==> src/rtl/clkctl_pkg.sv <==
// Package: shared constants for the clock control register bank.
// Assumes a 32-bit word and a fixed per-PLL group of eight word slots.
package clkctl_pkg;

    localparam int WORD_W       = 32;
    localparam int KEY_LSB      = 24;
    localparam int KEY_W        = 8;
    localparam logic [KEY_W-1:0] KEY_VALUE = 8'h5A;
    localparam logic [WORD_W-1:0] KEY_MASK = 32'hFF00_0000;

    // Field positions inside the per-PLL words
    localparam int NDIV_LSB     = 0;
    localparam int NDIV_W       = 10;
    localparam int PDIV_LSB     = 12;
    localparam int PDIV_W       = 3;
    localparam int PWRDN_BIT    = 16;
    localparam int ARST_BIT     = 8;
    localparam int FRAC_LSB     = 0;
    localparam int FRAC_W       = 20;
    localparam int PRESCALE_BIT = 14;

    // Word layout of the window
    localparam int LOCK_WORD    = 0;
    localparam int LOCK_SHIFT   = 8;
    localparam int GROUP_BASE   = 16;
    localparam int GROUP_WORDS  = 8;
    localparam int SLOT_W       = 3;
    localparam int NUM_ANA      = 4;
    localparam int ACCESS_BYTES = 4;

    typedef enum logic [SLOT_W-1:0] {
        SLOT_MGR  = 3'd0,
        SLOT_CTRL = 3'd1,
        SLOT_FRAC = 3'd2,
        SLOT_ANA0 = 3'd3,
        SLOT_ANA1 = 3'd4,
        SLOT_ANA2 = 3'd5,
        SLOT_ANA3 = 3'd6,
        SLOT_RSVD = 3'd7
    } slot_e;

endpackage

==> src/rtl/clkctl_decode.sv <==
// Module: address decoder.
// Splits a byte offset into validity, the lock-word hit, the PLL group hit,
// the PLL index and the slot. Assumes GROUP_BASE is a multiple of GROUP_WORDS.
module clkctl_decode
    import clkctl_pkg::*;
#(
    parameter int NUM_PLL = 5,
    parameter int ADDR_W  = 13,
    parameter int IDX_W   = 3
) (
    input  logic [ADDR_W-1:0] addr,
    input  logic [2:0]        size,
    output logic              access_ok,
    output logic              hit_lock,
    output logic              hit_group,
    output logic [IDX_W-1:0]  pll_idx,
    output logic [SLOT_W-1:0] slot
);

    localparam int WORDS_W = ADDR_W - 2;
    localparam logic [WORDS_W-1:0] GRP_LO   = WORDS_W'(GROUP_BASE);
    localparam logic [WORDS_W-1:0] GRP_HI   = WORDS_W'(GROUP_BASE + NUM_PLL * GROUP_WORDS);
    localparam logic [WORDS_W-1:0] LOCK_IDX = WORDS_W'(LOCK_WORD);

    logic [WORDS_W-1:0] word;
    logic [WORDS_W-1:0] grp_off;

    // Purpose: derive word index and offset inside the PLL group area
    always_comb begin
        word      = addr[ADDR_W-1:2];
        grp_off   = word - GRP_LO;
        slot      = grp_off[SLOT_W-1:0];
        pll_idx   = IDX_W'(grp_off >> SLOT_W);
        access_ok = (size == 3'(ACCESS_BYTES)) && (addr[1:0] == 2'b00);
        hit_lock  = access_ok && (word == LOCK_IDX);
        hit_group = access_ok && (word >= GRP_LO) && (word < GRP_HI)
                    && (slot != SLOT_RSVD);
    end

endmodule

==> src/rtl/clkctl_pll_slice.sv <==
// Module: storage and derived outputs of one PLL.
// Holds the manager, control, fractional and four analog words, and raises a
// one-cycle strobe after each write. Assumes wr_slot is never the reserved slot
// while wr_en is high.
module clkctl_pll_slice
    import clkctl_pkg::*;
(
    input  logic              clk,
    input  logic              rst_n,
    input  logic              wr_en,
    input  logic [SLOT_W-1:0] wr_slot,
    input  logic [WORD_W-1:0] wr_data,
    input  logic [SLOT_W-1:0] rd_slot,
    output logic [WORD_W-1:0] rd_data,
    output logic              locked,
    output logic              enable,
    output logic              upd,
    output logic [PDIV_W-1:0] pdiv,
    output logic [NDIV_W:0]   ndiv_eff,
    output logic [FRAC_W:0]   frac_eff
);

    logic [WORD_W-1:0] mgr_q;
    logic [WORD_W-1:0] ctrl_q;
    logic [WORD_W-1:0] frac_q;
    logic [WORD_W-1:0] ana_q [NUM_ANA];
    logic              upd_q;
    logic              prescale;
    logic [NDIV_W-1:0] ndiv_raw;
    logic [FRAC_W-1:0] frac_raw;

    // Purpose: store the manager, control and fractional words
    always_ff @(posedge clk) begin
        if (!rst_n) begin
            mgr_q  <= '0;
            ctrl_q <= '0;
            frac_q <= '0;
        end else if (wr_en) begin
            if (wr_slot == SLOT_MGR)  mgr_q  <= wr_data;
            if (wr_slot == SLOT_CTRL) ctrl_q <= wr_data;
            if (wr_slot == SLOT_FRAC) frac_q <= wr_data;
        end
    end

    // Purpose: store the analog words, one register per slot
    for (genvar a = 0; a < NUM_ANA; a++) begin : g_ana
        always_ff @(posedge clk) begin
            if (!rst_n)
                ana_q[a] <= '0;
            else if (wr_en && (wr_slot == SLOT_W'(int'(SLOT_ANA0) + a)))
                ana_q[a] <= wr_data;
        end
    end

    // Purpose: one-cycle strobe following an accepted write
    always_ff @(posedge clk) begin
        if (!rst_n) upd_q <= 1'b0;
        else        upd_q <= wr_en;
    end

    // Purpose: select the word addressed by a read
    always_comb begin
        case (rd_slot)
            SLOT_MGR:  rd_data = mgr_q;
            SLOT_CTRL: rd_data = ctrl_q;
            SLOT_FRAC: rd_data = frac_q;
            SLOT_ANA0: rd_data = ana_q[0];
            SLOT_ANA1: rd_data = ana_q[1];
            SLOT_ANA2: rd_data = ana_q[2];
            SLOT_ANA3: rd_data = ana_q[3];
            default:   rd_data = '0;
        endcase
    end

    // Purpose: lock, enable and effective multiplier from the stored fields
    always_comb begin
        locked   = !ctrl_q[PWRDN_BIT] && !mgr_q[ARST_BIT];
        pdiv     = ctrl_q[PDIV_LSB +: PDIV_W];
        enable   = locked && (pdiv != '0);
        prescale = ana_q[1][PRESCALE_BIT];
        ndiv_raw = ctrl_q[NDIV_LSB +: NDIV_W];
        frac_raw = frac_q[FRAC_LSB +: FRAC_W];
        ndiv_eff = prescale ? {ndiv_raw, 1'b0} : {1'b0, ndiv_raw};
        frac_eff = prescale ? {frac_raw, 1'b0} : {1'b0, frac_raw};
    end

    assign upd = upd_q;

endmodule

==> src/rtl/clkctl_regbank.sv <==
// Module: top of the password-gated clock control register bank.
// Accepts one access per cycle, gates writes on the key byte, assembles the
// lock word on each read and returns read data one cycle later.
// Assumes NUM_PLL * GROUP_WORDS + GROUP_BASE words fit in the window.
module clkctl_regbank
    import clkctl_pkg::*;
#(
    parameter int NUM_PLL = 5,
    parameter int ADDR_W  = 13
) (
    input  logic                        clk,
    input  logic                        rst_n,
    input  logic                        bus_valid,
    output logic                        bus_ready,
    input  logic                        bus_write,
    input  logic [ADDR_W-1:0]           bus_addr,
    input  logic [2:0]                  bus_size,
    input  logic [WORD_W-1:0]           bus_wdata,
    output logic                        rsp_valid,
    output logic [WORD_W-1:0]           rsp_rdata,
    output logic [NUM_PLL-1:0]          pll_locked,
    output logic [NUM_PLL-1:0]          pll_en,
    output logic [NUM_PLL-1:0]          pll_upd,
    output logic [NUM_PLL*PDIV_W-1:0]   pll_pdiv,
    output logic [NUM_PLL*(NDIV_W+1)-1:0] pll_ndiv,
    output logic [NUM_PLL*(FRAC_W+1)-1:0] pll_frac
);

    localparam int IDX_W  = (NUM_PLL > 1) ? $clog2(NUM_PLL) : 1;
    localparam int NOUT_W = NDIV_W + 1;
    localparam int FOUT_W = FRAC_W + 1;

    logic              access_ok;
    logic              hit_lock;
    logic              hit_group;
    logic [IDX_W-1:0]  pll_idx;
    logic [SLOT_W-1:0] slot;
    logic              key_ok;
    logic              wr_accept;
    logic              rd_accept;
    logic [WORD_W-1:0] wr_clean;
    logic [WORD_W-1:0] lock_word;
    logic [WORD_W-1:0] rd_value;
    logic [WORD_W-1:0] slice_rd [NUM_PLL];
    logic              rsp_valid_q;
    logic [WORD_W-1:0] rsp_data_q;

    assign bus_ready = 1'b1;

    clkctl_decode #(
        .NUM_PLL (NUM_PLL),
        .ADDR_W  (ADDR_W),
        .IDX_W   (IDX_W)
    ) u_decode (
        .addr      (bus_addr),
        .size      (bus_size),
        .access_ok (access_ok),
        .hit_lock  (hit_lock),
        .hit_group (hit_group),
        .pll_idx   (pll_idx),
        .slot      (slot)
    );

    // Purpose: qualify the handshake and strip the key byte
    always_comb begin
        key_ok    = (bus_wdata[KEY_LSB +: KEY_W] == KEY_VALUE);
        wr_accept = bus_valid && bus_ready && bus_write && hit_group && key_ok;
        rd_accept = bus_valid && bus_ready && !bus_write;
        wr_clean  = bus_wdata & ~KEY_MASK;
    end

    for (genvar p = 0; p < NUM_PLL; p++) begin : g_pll
        logic [NOUT_W-1:0] s_ndiv;
        logic [FOUT_W-1:0] s_frac;
        logic [PDIV_W-1:0] s_pdiv;

        clkctl_pll_slice u_slice (
            .clk      (clk),
            .rst_n    (rst_n),
            .wr_en    (wr_accept && (pll_idx == IDX_W'(p))),
            .wr_slot  (slot),
            .wr_data  (wr_clean),
            .rd_slot  (slot),
            .rd_data  (slice_rd[p]),
            .locked   (pll_locked[p]),
            .enable   (pll_en[p]),
            .upd      (pll_upd[p]),
            .pdiv     (s_pdiv),
            .ndiv_eff (s_ndiv),
            .frac_eff (s_frac)
        );

        assign pll_pdiv[p*PDIV_W +: PDIV_W] = s_pdiv;
        assign pll_ndiv[p*NOUT_W +: NOUT_W] = s_ndiv;
        assign pll_frac[p*FOUT_W +: FOUT_W] = s_frac;
    end

    // Purpose: assemble the live lock word and pick the read source
    always_comb begin
        lock_word = WORD_W'(pll_locked) << LOCK_SHIFT;
        rd_value  = '0;
        if (hit_lock) begin
            rd_value = lock_word;
        end else if (hit_group) begin
            for (int p = 0; p < NUM_PLL; p++) begin
                if (pll_idx == IDX_W'(p)) rd_value = slice_rd[p];
            end
        end
    end

    // Purpose: one-cycle read response register
    always_ff @(posedge clk) begin
        if (!rst_n) begin
            rsp_valid_q <= 1'b0;
            rsp_data_q  <= '0;
        end else begin
            rsp_valid_q <= rd_accept;
            if (rd_accept) rsp_data_q <= rd_value;
        end
    end

    assign rsp_valid = rsp_valid_q;
    assign rsp_rdata = rsp_data_q;

endmodule

==> config.mk <==
export PLATFORM = sky130hd
export DESIGN_NAME = clkctl_regbank
export DESIGN_NICKNAME = d
export VERILOG_FILES = /design/src/rtl/clkctl_pkg.sv /design/src/rtl/clkctl_decode.sv /design/src/rtl/clkctl_pll_slice.sv /design/src/rtl/clkctl_regbank.sv
export SDC_FILE = /design/constraint.sdc
export NUM_CORES = 2
export LEC_CHECK = 0
export BUFFER_PORTS_ARGS = -buffer_cell sky130_fd_sc_hd__buf_2
export CAP_MARGIN = 20
export CORE_MARGIN = 3
export CORE_UTILIZATION = 53
export CTS_CLUSTER_SIZE = 30
export DETAILED_ROUTE_END_ITERATION = 12
export GPL_ROUTABILITY_DRIVEN = 0
export HOLD_SLACK_MARGIN = 0.12
export PLACE_DENSITY_LB_ADDON = 0.15
export SYNTH_ARGS = -nofsm -noshare
export SYNTH_HDL_FRONTEND = slang
export SYNTH_SLANG_ARGS = --single-unit
==> constraint.sdc <==
create_clock -name clk -period 11.3 [get_ports clk]
set_clock_uncertainty 0.2 [all_clocks]
set_input_delay 2.26 -clock clk [delete_from_list [all_inputs] [get_ports clk]]
set_output_delay 2.26 -clock clk [all_outputs]
set_load 0.05 [all_outputs]
== Word-level counts from Yosys, hierarchy flattened ==
Memories as Yosys holds them, arrays and structs flattened.
Index checks and enable logic that the tools add are counted.
Storage, ports and cells
  register bits: 398
  RAM bits: 480
  input bits: 52
  output and inout port bits: 224
  word-level logic and storage cells: 245
  memories: 5
Memory list
  g_pll[0].u_slice.ana_q: depth 4, width 24, rd ports 4, clocked after Yosys merged registers in 0, wr ports 4, RTL line clkctl_pll_slice.sv:26  | logic [WORD_W-1:0] ana_q [NUM_ANA];
  g_pll[1].u_slice.ana_q: depth 4, width 24, rd ports 4, clocked after Yosys merged registers in 0, wr ports 4, RTL line clkctl_pll_slice.sv:26
  g_pll[2].u_slice.ana_q: depth 4, width 24, rd ports 4, clocked after Yosys merged registers in 0, wr ports 4, RTL line clkctl_pll_slice.sv:26
  g_pll[3].u_slice.ana_q: depth 4, width 24, rd ports 4, clocked after Yosys merged registers in 0, wr ports 4, RTL line clkctl_pll_slice.sv:26
  g_pll[4].u_slice.ana_q: depth 4, width 24, rd ports 4, clocked after Yosys merged registers in 0, wr ports 4, RTL line clkctl_pll_slice.sv:26
Cells by class
  $add $sub $neg: 1
  magnitude comparators: 2
  equal/unequal tests: 13
  muxes and demuxes: 103
  bitwise gates (word level): 20
  reductions and logical operators: 79
Operators with widths (number)
  32-bit one-hot mux with 7 select lines: 5
  24-bit 2-to-1 mux: 20
  32-bit 2-to-1 mux: 7
  21-bit 2-to-1 mux: 5
  1-bit 2-to-1 mux: 61
  11-bit 2-to-1 mux: 5
  1-bit logical AND: 44
  2-bit AND reduction: 15
  1-bit OR: 20
  3-bit equality test (second input constant): 5
  3-bit nonzero test: 5
  3-bit by 2-bit equality test with 1-bit output (second input constant): 4
  11-bit by 5-bit >= comparator with 1-bit output (second input constant): 1
  1-bit zero test: 11
  11-bit zero test: 1
  11-bit by 6-bit less-than comparator with 1-bit output (second input constant): 1
  8-bit by 7-bit equality test with 1-bit output (second input constant): 1
  3-bit by 1-bit equality test with 1-bit output (second input constant): 2
  3-bit zero test: 2
  6-bit by 5-bit subtractor with 6-bit output (second input constant): 1
  3-bit inequality test (second input constant): 1
  2-bit zero test: 1

== Longest topological paths before layout ==
  depth in word-level cells: 13
  gate-level depth with buffers: 13
  gate-level depth less buffers: 8

== Hierarchy ==
Synthesis repeated with hierarchy kept, for this count alone.
Unflattened totals
  cell total of the unflattened synthesis: 5307
  area total of the unflattened synthesis: 56704.4 um2
By module, submodules not included
  clkctl_pll_slice: instances 5, cells an instance 986, area each 10690.3 um2, seq. area each 5785.5 um2
  clkctl_regbank: instances 1, cells an instance 358, area each 3109.2 um2, seq. area each 660.6 um2
  clkctl_decode: instances 1, cells an instance 19, area each 143.9 um2, seq. area each 0.0 um2

== Worst setup path after synthesis ==
OpenSTA, ideal clock, no wires.
  path type: in2reg
  from: in bus_addr[6]
  to: mem g_pll[1].u_slice.ana_q[0][0] in the netlist's numbering, enable pin
  library setup time: 438 ps
  data arrival time: 5685 ps
  data required time: 10662 ps
  setup slack: 4976 ps
  stages: 9
  buffers on the path: 3
  cell sequence: clkbuf_1 -> inv_1 -> ha_1 -> clkbuf_1 -> and2_1 -> nand2_1 -> or2_1 -> clkbuf_1 -> o21ai_0
RTL lines
  start: declaration: RTL line clkctl_regbank.sv:16  | input logic [ADDR_W-1:0] bus_addr,
  end: declaration: RTL line clkctl_pll_slice.sv:26

== Worst setup path after layout ==
  from: in bus_addr[4]
  to: reg rsp_data_q[5], in the netlist rsp_rdata[5]
On the way
  cells in the longest elaborated chain, start to end: 10
  elaborated cells between the ends (all ways): 33
  classes of those cells: 1 x add/sub; 2 x order compare; 11 x eq/ne; 12 x mux; 7 x reduce/logical
RTL lines
  6-bit by 5-bit subtractor with 6-bit output: RTL line clkctl_decode.sv:31  | grp_off = word - GRP_LO;
  3-bit equality test (tied with other cells): RTL line clkctl_pll_slice.sv:63  | case (rd_slot)
  32-bit one-hot mux with 7 select lines: RTL line clkctl_pll_slice.sv:63
  32-bit 2-to-1 mux (5 in a row): RTL line clkctl_regbank.sv:106  | if (pll_idx == IDX_W'(p)) rd_value = slice_rd[p];
  32-bit 2-to-1 mux: RTL line clkctl_regbank.sv:104  | end else if (hit_group) begin
  32-bit 2-to-1 mux *: RTL line clkctl_regbank.sv:102  | if (hit_lock) begin
  end signal: assignment: RTL line clkctl_regbank.sv:118  | if (rd_accept) rsp_data_q <= rd_value;
  end: declaration: RTL line clkctl_regbank.sv:46  | logic [WORD_W-1:0] rsp_data_q;
Every way passes the cells marked *; elsewhere a longest branch is shown, timed or not.
A chain may end at the register's enable or synchronous reset.

==> impl_metrics.csv <==
group,metric,value,unit
sta,worst_slack,5.21,ns
worst_hold_path,min_to,"g_pll[3].u_slice.ctrl_q[18]",
sta,relSlewSlack,5.84,%
sta,period_minus_slack,6.09,ns
placement,portBuffers,266,
clocking,htree_levels,3,
setup_path,critPathKind,"in2reg",
run_status,status,"finished, final reports clean",
detailed_routing,wl_met2,64400,um
synth,synthArstFlopShare,0,%
placement,place_area,43100,um^2
clocking,clk_latency,0.66,ns
finish,instances_no_fill,4779,
detailed_routing,avgRoutedWirePerCell,31.9,um
synth,synthCells,3593,
floorplan,core-area,77600,um^2
synth,yosysUniqueCellTypes,76,
setup_path,cp.required,11.60,ns
power,p_leak,0.0171,uW
synth,synth_edf_count,480,
worst_hold_path,min_from,"g_pll[3].u_slice.ctrl_q[18]",
setup_path,crit_start,"bus_addr[4]",
flow_run,max_cap_violations,0,
power,p_per_area,154,nW/um^2
floorplan,die_w,286,um
finish,fin_util,59.9,%
detailed_routing,top_layer_used,"met5",
synth,syn_area_per_cell,11.6,um^2
worst_hold_path,holdPathStages,2,
setup_path,arrival,6.39,ns
sta,drv_slew,0,
sta,hold_viol_final,0,
detailed_routing,wl_met3,19100,um
finish,syn2layout_area_growth,11.7,%
sta,max_freq,0.164,GHz
global_route,globalRoute.totalOverflow,0,
detailed_routing,route.detailed.drc,0,
setup_path,crit_path_end_kind,"flop",
setup_path,crit_path_start_kind,"primary input",
setup_path,rrSetupSlack,8.43,ns
clocking,cts_buffers,93,
finish,nNetsFinal,3705,
sta,finalSetupTns,0,ns
setup_path,r2r_end,"rsp_rdata[14]",
floorplan,die-area,81900,um^2
worst_hold_path,min_path_type,"reg2reg",
global_route,grt_pass1_vias,30300,
detailed_routing,wl_met1,57900,um
detailed_routing,drt_pass1_iterations,6,
sta,tightest_slew,1.40,ns
sta,rsz0062_at_grt,"no",
synth,syn-cell-area,41600,um^2
sta,final-setup-viol-count,0,
clocking,post_cts_resized,0,
detailed_routing,avgViaCountPerCell,6.55,
clocking,cts.clk_slew.worst_paths,0.05,ns
finish,drive_gt1_share,22.5,%
detailed_routing,vias,31300,
detailed_routing,wirelength,152000,um
floorplan,initial_core_util,53.6,%
clocking,postCtsHoldBufs,0,
global_route,grt_max_degree,126,
clocking,cts_buffer_depth,3,
global_route,grt_antenna_before_repair,18,
floorplan,num_rows,102,
floorplan,ios,276,
clocking,cts_tree,"yes",
synth,ys_ff_latch,870,
global_route,track_usage,36.5,%
detailed_routing,drtAntennaViolNets,0,
synth,ys_warn_count,0,
placement,dpl.hpwl,93800,um
finish,fin_area,46400,um^2
setup_path,r2r_start,"g_pll[0].u_slice.ana_q[1][14]",
clocking,cts_setup_buffers,0,
placement,dp_slack,4.90,ns
finish,layout.cells.most_common_list,"and2_1 (496), edfxtp_1 (480), nor2_1 (452), mux2i_1 (443), dfxtp_1 (390)",
sta,period_share,53.9,%
floorplan,die_height,286,um
global_route,grt_pass1_wl,218000,um
clocking,clock-sinks,870,
detailed_routing,drt_iter0_drc,4690,
clocking,cts-root-buf,"clkbuf_16",
setup_path,rr_worst_depth,7,
synth,synth-main-ff-cell,"edfxtp_1",
power,peakVddDrop,0.125,mV
synth,synth_seq_area_share,53.4,%
placement,placed_cells,4588,
finish,final_common_cell,"and2_1",
setup_path,crit_fanout,44,
-- cells in the mapped netlist, drive strengths merged (9+ instances only) --
cell	count	area (um^2)
a211oi	17	128
a22oi	45	338
a21oi	68	340
nor3	24	289
a221o	33	330
clkbuf	223	845
o22ai	28	175
edfxtp	480	14400
mux4	40	901
a22o	21	184
dfxtp	390	7810
buf	183	1270
mux2i	443	4430
mux2	221	2490
a2111oi	12	105
o221ai	10	87.6
nand2b	9	56.3
o21ai	80	400
nor2	470	1770
o211ai	13	97.6
nand2	65	244
and2	496	3100
a221oi	94	830
nand3	11	55.1
nor2b	18	113
o2bb2ai	10	87.6
-- critical path, stage by stage --
cell and delay [ns]:
buf_6 0.31, buf_4 0.69, inv_2 0.52, nand2_1 0.96
o22ai_1 0.41, a221oi_1 0.55, buf_2 0.30, a211o_1 0.19
o31ai_1 0.07
-- stage by stage --
stage	total power, uW	hold slack (ns)
final	7150	0.290
after detailed placement	4030	0.279
after global placement	4020	0.266
after floorplan	3810	0.254
after global routing	7300	0.313
after CTS	7130	0.294
-- report_power, final --
group / total (uW) / leakage [uW] / switching [uW] / internal (uW)
Clock: 3150 / 0.00156 / 1270 / 1880
Combinational: 550 / 0.00786 / 415 / 135
Sequential: 3450 / 0.00769 / 28.2 / 3420
-- routing by layer --
layer,vias up,track usage [%]
met5,-,0
met4,8,22.5
met3,521,11.4
met2,2216,52.1
met1,15500,48.5
li1,13000,-
-- kinds of logic after synthesis --
group / synth area share (%)
AND/OR/NAND/NOR: 14.0
flip-flops: 53.4
multiplexers: 18.8
AO/OA/AOI/OAI: 8.51
buffers and inverters: 5.18
other: 0.0181
adder cells (fa/ha/maj): 0.0301
-- worst max path at each step --
stage | end | slack [ns] | depth (start not counted)
floorplan | g_pll[1].u_slice.ana_q[0][0] | 4.98 | 9
global placement | rsp_rdata[18] | 4.54 | 8
detailed placement | g_pll[3].u_slice.ana_q[0][20] | 4.90 | 8
CTS | rsp_rdata[7] | 5.56 | 7
global route | rsp_rdata[10] | 5.25 | 10
finish | rsp_rdata[5] | 5.21 | 9
-- final cells by class --
class	instances	area [um^2]
timing repair buffer	363	2270
tap	1040	1300
antenna	10	25.0
clock inverter	32	300
inverter	10	45.0
clock buffer	140	2860
fill	6399	31200
sequential	870	22200
multi-input combinational	2314	17400
-- state kept, by name (all words and copies together), names as in the netlist --
register              count
g_pll.u_slice.ana_q     480
g_pll.u_slice.ctrl_q    120
g_pll.u_slice.frac_q    120
g_pll.u_slice.mgr_q     120
rsp_rdata                24
g_pll.u_slice.upd         5
rsp_valid                 1
(Power assumes the default switching activity.)
